`config.mk`:
```
export PLATFORM = sky130hd
export DESIGN_NAME = cfifo_top
export DESIGN_NICKNAME = d
export VERILOG_FILES = /design/src/rtl/cfifo_pkg.sv /design/src/rtl/cfifo_mode_reg.sv /design/src/rtl/cfifo_store.sv /design/src/rtl/cfifo_ptrs.sv /design/src/rtl/cfifo_level.sv /design/src/rtl/cfifo_top.sv
export SDC_FILE = /design/constraint.sdc
export NUM_CORES = 1
export LEC_CHECK = 0
export CAP_MARGIN = 20
export CORE_UTILIZATION = 61
export CTS_BUF_LIST = sky130_fd_sc_hd__clkbuf_8 sky130_fd_sc_hd__clkbuf_16
export DETAILED_ROUTE_END_ITERATION = 7
export GPL_TIMING_DRIVEN = 1
export MAX_ROUTING_LAYER = met4
export PLACE_DENSITY = 0.77
export SETUP_SLACK_MARGIN = 0.4
export SKIP_LAST_GASP = 1
export SYNTH_ARGS = -nofsm -noshare
export SYNTH_HDL_FRONTEND = slang
export SYNTH_SLANG_ARGS = --single-unit
```
`constraint.sdc`:
```
create_clock -name clk -period 3.7 [get_ports clk]
set_clock_uncertainty 0.1 [all_clocks]
set_input_delay 0.74 -clock clk [delete_from_list [all_inputs] [get_ports clk]]
set_output_delay 0.74 -clock clk [all_outputs]
set_load 0.01 [all_outputs]
```
`src/rtl/cfifo_pkg.sv`:
```
package cfifo_pkg;
  localparam int unsigned BYTE_W = 8;
  localparam int unsigned PHYS_DEPTH = 16;

  typedef enum logic {
    CAP_SMALL = 1'b0,
    CAP_LARGE = 1'b1
  } cap_mode_e;
endpackage

```
`src/rtl/cfifo_mode_reg.sv`:
```
module cfifo_mode_reg
  import cfifo_pkg::*;
(
  input  logic clk,
  input  logic rst_n,
  input  logic we,
  input  logic wdata,
  output logic large_sel
);
  cap_mode_e mode_q;

  always_ff @(posedge clk) begin
    if (!rst_n) mode_q <= CAP_SMALL;
    else if (we) mode_q <= wdata ? CAP_LARGE : CAP_SMALL;
  end

  assign large_sel = (mode_q == CAP_LARGE);

  p_mode_hold_r2: assert property (@(posedge clk) disable iff (!rst_n)
    !we |=> large_sel == $past(large_sel));
endmodule

```
`src/rtl/cfifo_store.sv`:
```
module cfifo_store #(
  parameter int unsigned DATA_W = 8,
  parameter int unsigned DEPTH  = 16,
  localparam int unsigned AW    = $clog2(DEPTH)
) (
  input  logic              clk,
  input  logic              rst_n,
  input  logic              wr_en,
  input  logic [AW-1:0]     wr_addr,
  input  logic [DATA_W-1:0] wr_data,
  input  logic              rd_en,
  input  logic [AW-1:0]     rd_addr,
  output logic [DATA_W-1:0] head,
  output logic [DATA_W-1:0] last_out
);
  logic [DATA_W-1:0] slot [DEPTH];

  for (genvar i = 0; i < DEPTH; i++) begin : g_slot
    always_ff @(posedge clk) begin
      if (!rst_n) slot[i] <= '0;
      else if (wr_en && (wr_addr == AW'(i))) slot[i] <= wr_data;
    end
  end

  assign head = slot[rd_addr];

  always_ff @(posedge clk) begin
    if (!rst_n) last_out <= '0;
    else if (rd_en) last_out <= head;
  end

  p_last_hold_r8: assert property (@(posedge clk) disable iff (!rst_n)
    !rd_en |=> last_out == $past(last_out));
endmodule

```
`src/rtl/cfifo_ptrs.sv`:
```
module cfifo_ptrs #(
  parameter int unsigned DEPTH = 16,
  localparam int unsigned AW   = $clog2(DEPTH),
  localparam int unsigned CW   = AW + 1
) (
  input  logic          clk,
  input  logic          rst_n,
  input  logic          push_req,
  input  logic          pop_req,
  input  logic          full,
  input  logic          empty,
  output logic          push,
  output logic          pop,
  output logic [AW-1:0] wr_ptr,
  output logic [AW-1:0] rd_ptr,
  output logic [CW-1:0] count
);
  localparam logic [AW-1:0] LAST = AW'(DEPTH - 1);

  logic [CW-1:0] count_d;

  assign push = push_req && !full;
  assign pop  = pop_req && !empty;

  always_comb begin
    count_d = count;
    if (push && !pop) count_d = count + CW'(1);
    else if (pop && !push) count_d = count - CW'(1);
  end

  always_ff @(posedge clk) begin
    if (!rst_n) begin
      wr_ptr <= '0;
      rd_ptr <= '0;
      count  <= '0;
    end else begin
      if (push) wr_ptr <= (wr_ptr == LAST) ? '0 : wr_ptr + AW'(1);
      if (pop)  rd_ptr <= (rd_ptr == LAST) ? '0 : rd_ptr + AW'(1);
      count <= count_d;
    end
  end

  p_no_overflow_r3: assert property (@(posedge clk) disable iff (!rst_n)
    count <= CW'(DEPTH));
  p_full_block_r3: assert property (@(posedge clk) disable iff (!rst_n)
    (full && push_req && !pop_req) |=> count == $past(count));
  p_pair_hold_r5: assert property (@(posedge clk) disable iff (!rst_n)
    (push_req && pop_req && !full && !empty) |=> count == $past(count));
  p_empty_idle_r8: assert property (@(posedge clk) disable iff (!rst_n)
    (empty && !push_req) |=> (count == '0 && rd_ptr == $past(rd_ptr)));
endmodule

```
`src/rtl/cfifo_level.sv`:
```
module cfifo_level #(
  parameter int unsigned DEPTH = 16,
  localparam int unsigned CW   = $clog2(DEPTH) + 1,
  localparam int unsigned HALF = DEPTH / 2
) (
  input  logic          clk,
  input  logic          rst_n,
  input  logic          large_sel,
  input  logic [CW-1:0] count,
  output logic          full,
  output logic          empty,
  output logic          fill_irq
);
  logic [CW-1:0] cap;
  logic [CW-1:0] thresh;

  assign cap      = large_sel ? CW'(DEPTH) : CW'(HALF);
  assign thresh   = cap >> 1;
  assign full     = (count >= cap);
  assign empty    = (count == '0);
  assign fill_irq = (count >= thresh);

  p_irq_when_full_r6: assert property (@(posedge clk) disable iff (!rst_n)
    full |-> fill_irq);
  p_not_both_r1: assert property (@(posedge clk) disable iff (!rst_n)
    !(full && empty));
endmodule

```
`src/rtl/cfifo_top.sv`:
```
module cfifo_top
  import cfifo_pkg::*;
#(
  parameter int unsigned DATA_W = BYTE_W,
  parameter int unsigned DEPTH  = PHYS_DEPTH,
  localparam int unsigned AW    = $clog2(DEPTH),
  localparam int unsigned CW    = AW + 1
) (
  input  logic              clk,
  input  logic              rst_n,
  input  logic              cfg_we,
  input  logic              cfg_mode,
  output logic              shared_mode,
  input  logic              in_valid,
  output logic              in_ready,
  input  logic [DATA_W-1:0] in_data,
  output logic              out_valid,
  input  logic              out_ready,
  output logic [DATA_W-1:0] out_data,
  output logic              full,
  output logic              empty,
  output logic [CW-1:0]     count,
  output logic              fill_irq
);
  logic          push, pop;
  logic [AW-1:0] wr_ptr, rd_ptr;
  logic [DATA_W-1:0] head, last_out;

  cfifo_mode_reg u_mode (
    .clk(clk), .rst_n(rst_n), .we(cfg_we), .wdata(cfg_mode), .large_sel(shared_mode)
  );

  cfifo_ptrs #(.DEPTH(DEPTH)) u_ptrs (
    .clk(clk), .rst_n(rst_n), .push_req(in_valid), .pop_req(out_ready),
    .full(full), .empty(empty), .push(push), .pop(pop),
    .wr_ptr(wr_ptr), .rd_ptr(rd_ptr), .count(count)
  );

  cfifo_store #(.DATA_W(DATA_W), .DEPTH(DEPTH)) u_store (
    .clk(clk), .rst_n(rst_n), .wr_en(push), .wr_addr(wr_ptr), .wr_data(in_data),
    .rd_en(pop), .rd_addr(rd_ptr), .head(head), .last_out(last_out)
  );

  cfifo_level #(.DEPTH(DEPTH)) u_level (
    .clk(clk), .rst_n(rst_n), .large_sel(shared_mode), .count(count),
    .full(full), .empty(empty), .fill_irq(fill_irq)
  );

  assign in_ready  = !full;
  assign out_valid = !empty;
  assign out_data  = empty ? last_out : head;

  p_small_cap_full_r7: assert property (@(posedge clk) disable iff (!rst_n)
    (!shared_mode && count >= CW'(DEPTH / 2)) |-> !in_ready);
  p_count_step_r9: assert property (@(posedge clk) disable iff (!rst_n)
    (!in_valid && !out_ready) |=> count == $past(count));
endmodule

```
Word-level counts from Yosys, hierarchy flattened
Memory sizes are Yosys's and may differ from the RTL's. A register that Yosys moved wholly into a read port is not among the register bits.
Cells that the tools add are included.
{"block": "classes", "add_sub_neg": 4, "magnitude_cmp": 2, "n_eq_ne": 16, "mux": 74, "bitwise_logic": 16, "reduce_logical": 27}
{"cell": "$mux W8", "n": 17}
{"cell": "$mux W1", "n": 50}
{"cell": "$eq A4 B4 Y1 const B", "n": 9}
{"cell": "$logic_and A1 B1 Y1", "n": 20}
{"cell": "$eq A4 B3 Y1 const B", "n": 4}
{"cell": "$mux W4", "n": 4}
{"cell": "$or A1 B1 Y1", "n": 16}
{"cell": "$mux W5", "n": 3}
{"cell": "$add A4 B1 Y4 const B", "n": 2}
{"cell": "$eq A4 B2 Y1 const B", "n": 2}
{"cell": "$add A5 B1 Y5 const B", "n": 1}
{"cell": "$ge A5 B4 Y1", "n": 1}
{"cell": "$ge A5 B5 Y1", "n": 1}
{"cell": "$logic_not A5 Y1", "n": 1}
{"cell": "$sub A5 B1 Y5 const B", "n": 1}
{"cell": "$eq A4 B1 Y1 const B", "n": 1}
{"cell": "$logic_not A1 Y1", "n": 4}
{"cell": "$logic_not A4 Y1", "n": 1}
{"cell": "$reduce_bool A2 Y1", "n": 1}
{"block": "word_totals", "reg_bits": 22, "mem_bits_rw": 128, "input_bits": 14, "output_inout_bits": 19, "elab_cells": 145, "n_memories": 1}
{"memory": "u_store.slot", "words": 16, "word_bits": 8, "read_ports": 1, "rd_clocked_by_memory_dff": 1, "write_ports": 16, "line": "cfifo_store.sv:16", "text": "logic [DATA_W-1:0] slot [DEPTH];"}

Longest topological paths before layout
Gate-level depths: netlist (run 1).
{"block": "logic_depth", "word_depth": 9, "depth_mapped": 13}

Modules after synthesis
A second synthesis (run 1) with hierarchy kept.
{"block": "hier_totals", "cells_unflattened": 560, "hier_area_um2": 7362.1}
{"mod": "cfifo_store", "n_inst": 1, "cells_per_inst": 451, "area_each_um2": 6348.6, "seq_area_each_um2": 4003.8}
{"mod": "cfifo_ptrs", "n_inst": 1, "cells_per_inst": 79, "area_each_um2": 725.7, "seq_area_each_um2": 260.2}
{"mod": "cfifo_top", "n_inst": 1, "cells_per_inst": 11, "area_each_um2": 138.9, "seq_area_each_um2": 0.0}
{"mod": "cfifo_level", "n_inst": 1, "cells_per_inst": 16, "area_each_um2": 112.6, "seq_area_each_um2": 0.0}
{"mod": "cfifo_mode_reg", "n_inst": 1, "cells_per_inst": 3, "area_each_um2": 36.3, "seq_area_each_um2": 20.0}

Worst setup path after synthesis (run 1)
OpenSTA, ideal clock, no wires.
{"block": "synth_path", "path_type": "input -> register", "startpoint": "in in_valid", "endpoint": "reg u_ptrs.count[4]", "setup_time_ns": 0.072, "arrival_ns": 2.803, "required_ns": 3.528, "setup_slack_ns": 0.725, "cell_stages": 10, "n_path_buf": 0, "path_cell_list": "nor2b_1 -> o21ai_0 -> a21oi_1 -> ha_1 -> inv_1 -> ha_1 -> a21o_1 -> a21oi_1 -> mux2i_1 -> mux2i_1"}
{"block": "synth_between", "elab_chain_len": 4, "elab_cells_between_ends": 6, "classes_between": "mux (1); reduce/logical (5)"}
{"element": "start, declared", "line": "cfifo_top.sv:14", "text": "input logic in_valid,"}
{"element": "$logic_and A1 B1 Y1 *", "line": "cfifo_ptrs.sv:22", "text": "assign push = push_req && !full;"}
{"element": "net push", "line": "cfifo_top.sv:25", "text": "logic push, pop;"}
{"element": "$logic_not A1 Y1", "line": "cfifo_ptrs.sv:28", "text": "else if (pop && !push) count_d = count - CW'(1);"}
{"element": "$logic_and A1 B1 Y1", "line": "cfifo_ptrs.sv:28"}
{"element": "$reduce_bool A2 Y1 (no source line)"}
{"element": "end signal, assigned", "line": "cfifo_ptrs.sv:39", "text": "count <= count_d;"}
{"element": "end, declared", "line": "cfifo_ptrs.sv:16", "text": "output logic [CW-1:0] count"}
The timed path passes the listed nets; every way through them passes the cells marked *.
A chain may end at the register's enable or synchronous reset.

==> results.toml, run 1 <==
[synth]
netlist_instances = 537
yosysTopAreaCell = "edfxtp_1"
yosys_warnings = 0
synthFlopType = "edfxtp_1"
avgSynthCellArea_um2 = 13.9
synthDistinctLibCells = 38
synth_seq_cells = 154
async_flop_share_pct = 0
syn_area_um2 = 7450
yosysSeqAreaShare_pct = 58.6
netlist_top_cells_area = "edfxtp_1, and2_1, mux4_1"
synth.net_count = 565
yosysTopAreaCellShare_pct = 51.6
synth_edf_count = 128

[sta]
fin_tns_setup_ns = 0
fmax_mhz = 290
slew_violations = 0
worstMarginPinSlew_ns = 0.616
min_period_ns = 3.45
finalSetupViolCount = 0
hold_violations = 0
finalCritPeriodShare_pct = 93.2
rsz0062_at_grt = "yes"
final.setup.worst_slack_ns = 0.251
max_slew_margin_pct = 58.8
whs_ns = 0.381

[floorplan]
io-pin-count = 33
num_rows = 40
die_y_um = 113
core_area_um2 = 12000
initial_core_util_pct = 62.3
fp.dieArea_um2 = 12700
die_width_um = 113

[routing]
avgViaCountPerCell = 6.15
drc = 0
ant_nets = 0
vias = 4868
wl_um = 18600
routedWlPerCell_um = 23.6
drtPass1Iterations = 5
drt_iter0_markers = 529

[min_path]
hold_class = "reg2reg"

[global_route]
grt_pass1_wl_um = 27400
grt_max_degree = 40
grt_pass1_vias = 4703
grt.met1_usage_pct = 39.9
grt.total_usage_pct = 31.2
met2_usage_pct = 49.1
antenna_found_initial = 0
met3_usage_pct = 6.05
overflow = 0
grt.busiest_layer = "met2"

[clocking]
cts_max_level = 4
clock-sinks = 154
cts_tree = "done"
clock-root-buffer = "clkbuf_16"
cts.path.max_buffers = 2
cts_buffers = 17
clock_latency_ns = 0.43
clkTransAtPathRegs_ns = 0.06

[layout]
diodes = 0
final_nets = 659
drive_gt1_share_pct = 25.6
post-route-util_pct = 77.2
syn_to_final_growth_pct = 23.9

[place]
dp_hpwl_um = 9910
post-place-ws_ns = 0.277
globalplace.congestion = 0.806
portBuffers = 32

[setup_path]
end_kind = "output port"
critical_path.max_fanout = 4
arrival_ns = 2.61
worstPathRequired_ns = 2.86
path_class = "reg2out"
worstSetupStartpointType = "register"

[pwr]
combPwrFrac_pct = 28.9
p_leak_nw = 3.56
pwr_density_cell_nw_per_um2 = 592
switching_share_pct = 28.2
power_frac_clock_pct = 31.8
p_sw_mw = 1.54
p_int_mw = 3.92
peakVddDrop_v = 0.000442
p_seq_share_pct = 39.3
power_mw = 5.46

[run]
cap_violations = 0

[run_status]
status = "finished clean"
cells by family (layout without fill, tap and decap cells):
group / Yosys count / after routing / share of synthesized area (%)
XOR/XNOR: 5 / 5 / 0.588
flip-flops: 154 / 154 / 58.6
AO/OA/AOI/OAI: 44 / 44 / 3.66
buffers and inverters: 44 / 151 / 2.84
adder cells (fa/ha/maj): 14 / 14 / 2.45
AND/OR/NAND/NOR: 207 / 207 / 15.7
multiplexers: 69 / 69 / 16.2
worst paths after layout:
kind,start,end,slack (ns),cells after the start
setup / recovery,register,out_data[1],0.25,8
hold / removal,u_store.last_out[3],u_store.last_out[3],0.38,2
setup reg to reg,register,u_store.last_out[2],0.26,19
hold reg to reg,u_store.last_out[3],u_store.last_out[3],0.38,2
critical path, stage by stage, from the launching register on:
cell	delay [ns]
dfxtp_4	0.44
buf_6	0.12
buf_12	0.12
buf_8	0.11
mux4_2	0.53
mux2i_2	0.23
mux2i_1	0.17
mux2_4	0.33
buf_6	0.12
layout make-up:
cell class | instances | area (um2)
clock buffers | 17 | 425
well taps | 147 | 184
repair buffers | 104 | 1060
flip-flops and latches | 154 | 4370
inverters | 15 | 56.3
fillers | 670 | 2730
multi-input cells | 339 | 2970
clock inverters | 15 | 160
state kept, by name, indices dropped and copies added (netlist names), named ones only:
name and cells:
u_ptrs.count 5, u_ptrs.rd_ptr 4, u_store.last_out 8, u_store.slot 128
u_mode.large_sel 1, u_ptrs.wr_ptr 4
power by group through the flow:
stage | registers, mW | clock network (mW) | logic (mW)
final | 2.15 | 1.74 | 1.58
after global routing | 2.16 | 1.80 | 1.68
after CTS | 2.13 | 1.73 | 1.37
after detailed placement | 2.15 | 0 | 1.13
after global placement | 2.14 | 0 | 1.10
after floorplan | 2.11 | 0 | 0.713
cells in the final DEF (no fill, tap or decap), types with 5 or more instances in the layout:
cell,instances
clkbuf_16,17
clkdlybuf4s50_1,24
mux4_2,23
buf_12,5
buf_6,23
mux4_1,9
nor2_1,20
ha_1,13
mux2i_4,5
inv_1,17
dfxtp_1,23
mux2i_2,9
buf_4,47
mux2i_1,15
nand3_1,7
o21ai_0,20
mux2_4,8
nand2_1,27
edfxtp_1,128
a21oi_1,5
a21boi_0,8
and2_1,134
nor2b_1,5
cell usage after synthesis, drive strengths merged, types with 3 or more instances:
master	instances
and2	134
edfxtp	128
mux4	32
mux2i	29
nand2	29
dfxtp	26
o21ai	21
nor2	20
clkbuf	16
inv	15
buf	13
ha	13
a21boi	10
mux2	8
nand3	7
a21oi	5
nor2b	5
nand2b	3
xnor2	3
per-layer routing:
metal | share of wire, % | up-vias
li1 | - | 2130
met1 | 38 | 2438
met2 | 50 | 255
met3 | 8.1 | 45
met4 | 3.4 | 0
met5 | 0 | -
repair_timing:
action	in CTS	in global routing
resized for setup	90	34
cloned	3	0
setup endpoints to repair	10	12
hold buffers	0	0
pin swaps	0	2
setup buffers	37	8
per-stage QoR:
stage                     area [um2]  std cells
after floorplan                 7450        537
after global placement          8010        711
after detailed placement        8010        711
after CTS                       9020        783
after global routing            9230        791
final                           9230        791
(Power assumes the default switching activity.)
==> run 2: changes to the inputs <==
--- a/config.mk
+++ b/config.mk
@@ -6,12 +6,13 @@
 export NUM_CORES = 1
 export LEC_CHECK = 0
 export CAP_MARGIN = 20
-export CORE_UTILIZATION = 61
+export CORE_UTILIZATION = 40
 export CTS_BUF_LIST = sky130_fd_sc_hd__clkbuf_8 sky130_fd_sc_hd__clkbuf_16
 export DETAILED_ROUTE_END_ITERATION = 7
 export GPL_TIMING_DRIVEN = 1
+export HOLD_SLACK_MARGIN = 0.06
 export MAX_ROUTING_LAYER = met4
-export PLACE_DENSITY = 0.77
+export PLACE_DENSITY = 0.54
 export SETUP_SLACK_MARGIN = 0.4
 export SKIP_LAST_GASP = 1
 export SYNTH_ARGS = -nofsm -noshare
==> results.toml, run 2 (same netlist as run 1, synthesis figures left out) <==
[routing]
vias = 4407
routedWlPerCell_um = 20.7
drc = 10
avgViaCountPerCell = 5.21
drt_iter0_markers = 330
drtPass1Iterations = 8
ant_nets = 0
wl_um = 17500

[layout]
post-route-cell-area_um2 = 8930
top_regs = "u_store.slot: 128 flops, u_store.last_out: 8 flops, u_ptrs.count: 5 flops"
multiInputGateArea_um2 = 2910
regMostFlops = "u_store.slot"
seq_area_um2 = 4370
drive_gt1_share_pct = 20.6
largest_register_ffs = 128
syn_to_final_growth_pct = 19.8
nFillCells = 1554
final_common_cell = "and2_1"
final_nets = 632
final_cell_mix = "and2_1, edfxtp_1, buf_4"
post-route-util_pct = 49.4
diodes = 0
fin_cells = 846

[sta]
rsz0062_at_grt = "yes"
slew_violations = 0
min_period_ns = 3.36
finalSetupViolCount = 0
worstMarginPinSlew_ns = 0.706
fmax_mhz = 298
max_slew_margin_pct = 52.8
finalCritPeriodShare_pct = 90.7
hold_violations = 0
fin_tns_setup_ns = 0

[setup_path]
worstPathRequired_ns = 2.86
cp_cell_sequence = "buf_12, buf_4, buf_4, mux4_2, mux2i_4, mux2i_1, mux2_2, clkdlybuf4s15_2"
crit_top_cell = "buf_4"
path_class = "reg2out"
worstSetupStartpointType = "register"
arrival_ns = 2.52
cp_slowest_cell = "mux4_2"
critPathMaxStageDelay_ns = 0.54
end_kind = "output port"
crit_buf_inv = 4
critical_path.max_fanout = 4
cp_top_family = "multiplexers"

[run_status]
status = "finished, violations left"
violations = "DRC"

[global_route]
antenna_found_initial = 0
grt_pass1_wl_um = 26700
overflow = 0
grt_max_degree = 36
grt_pass1_vias = 4418
grt.total_usage_pct = 19.9

[pwr]
p_int_mw = 3.60
pwr_density_cell_nw_per_um2 = 560
p_seq_share_pct = 42.6
power_mw = 5.00
combPwrFrac_pct = 24.9
switching_share_pct = 28.0
peakVddDrop_v = 0.000296
power_frac_clock_pct = 32.5
p_leak_nw = 3.35
p_sw_mw = 1.40

[clocking]
cts_tree = "done"
clock-root-buffer = "clkbuf_16"
clock_latency_ns = 0.42
clock-sinks = 154
ctsHoldBuffers = 0
clkTransAtPathRegs_ns = 0.06
cts_max_level = 4
cts_buffers = 17
cts.path.max_buffers = 2

[floorplan]
io-pin-count = 33
num_rows = 49
initial_core_util_pct = 41.2
die_width_um = 139
die_y_um = 139
core_area_um2 = 18100
fp.dieArea_um2 = 19200

[place]
placed_area_um2 = 8150
portBuffers = 32
dp.cells = 798
globalplace.congestion = 0.775
dp_hpwl_um = 11500

[min_path]
hold_class = "reg2reg"

[run]
cap_violations = 0
-- run 2: layout make-up --
| cell class | count | share of cell area, % |
|---|---|---|
| sequential | 154 | 48.9 |
| multi-input combinational | 339 | 32.5 |
| timing repair buffer | 77 | 8.56 |
| clock buffer | 18 | 4.92 |
| tap | 229 | 3.21 |
| clock inverter | 14 | 1.23 |
| inverter | 15 | 0.630 |
-- run 2: repair_timing --
item / 4_1_cts / 5_1_grt
cloned: 2 / 0
gates resized for setup: 68 / 15
setup endpoints to repair: 11 / 10
buffers inserted: 11 / 3
pin swaps: 0 / 1
-- run 2: metal layers --
layer | up-vias | wire (um) | GRT usage (%)
met5 | - | 0 | -
met3 | 16 | 688 | 2.87
li1 | 2077 | - | -
met1 | 2190 | 8070 | 26.1
met4 | 0 | 227 | 6.92
met2 | 124 | 8540 | 31.6
-- run 2: metrics by stage --
step                hold WS [ns]  worst slack [ns]
floorplan                  0.341             0.725
global placement           0.348             0.254
detailed placement         0.357             0.260
CTS                        0.367             0.328
global route               0.387             0.255
finish                     0.363             0.344
-- run 2: final timing paths --
| kind | to | depth (start not counted) | from | slack [ns] |
|---|---|---|---|---|
| min reg2reg | u_store.last_out[5] | 2 | u_store.last_out[5] | 0.36 |
| min | u_store.last_out[5] | 2 | u_store.last_out[5] | 0.36 |
| max | out_data[6] | 8 | register | 0.34 |
| max reg2reg | u_ptrs.count[4] | 12 | u_mode.large_sel | 0.85 |
-- run 2: worst min-delay path: stages (launching register included) --
cell and delay, ns:
dfxtp_1 0.31, nand2_1 0.05, a21boi_0 0.06
-- run 2: power by group through the flow --
stage / sequential [mW] / clock (mW) / combinational (mW)
after floorplan: 2.11 / 0 / 0.713
after global placement: 2.15 / 0 / 1.14
final: 2.13 / 1.63 / 1.24
after detailed placement: 2.16 / 0 / 1.15
after CTS: 2.13 / 1.65 / 1.20
after global routing: 2.15 / 1.72 / 1.36
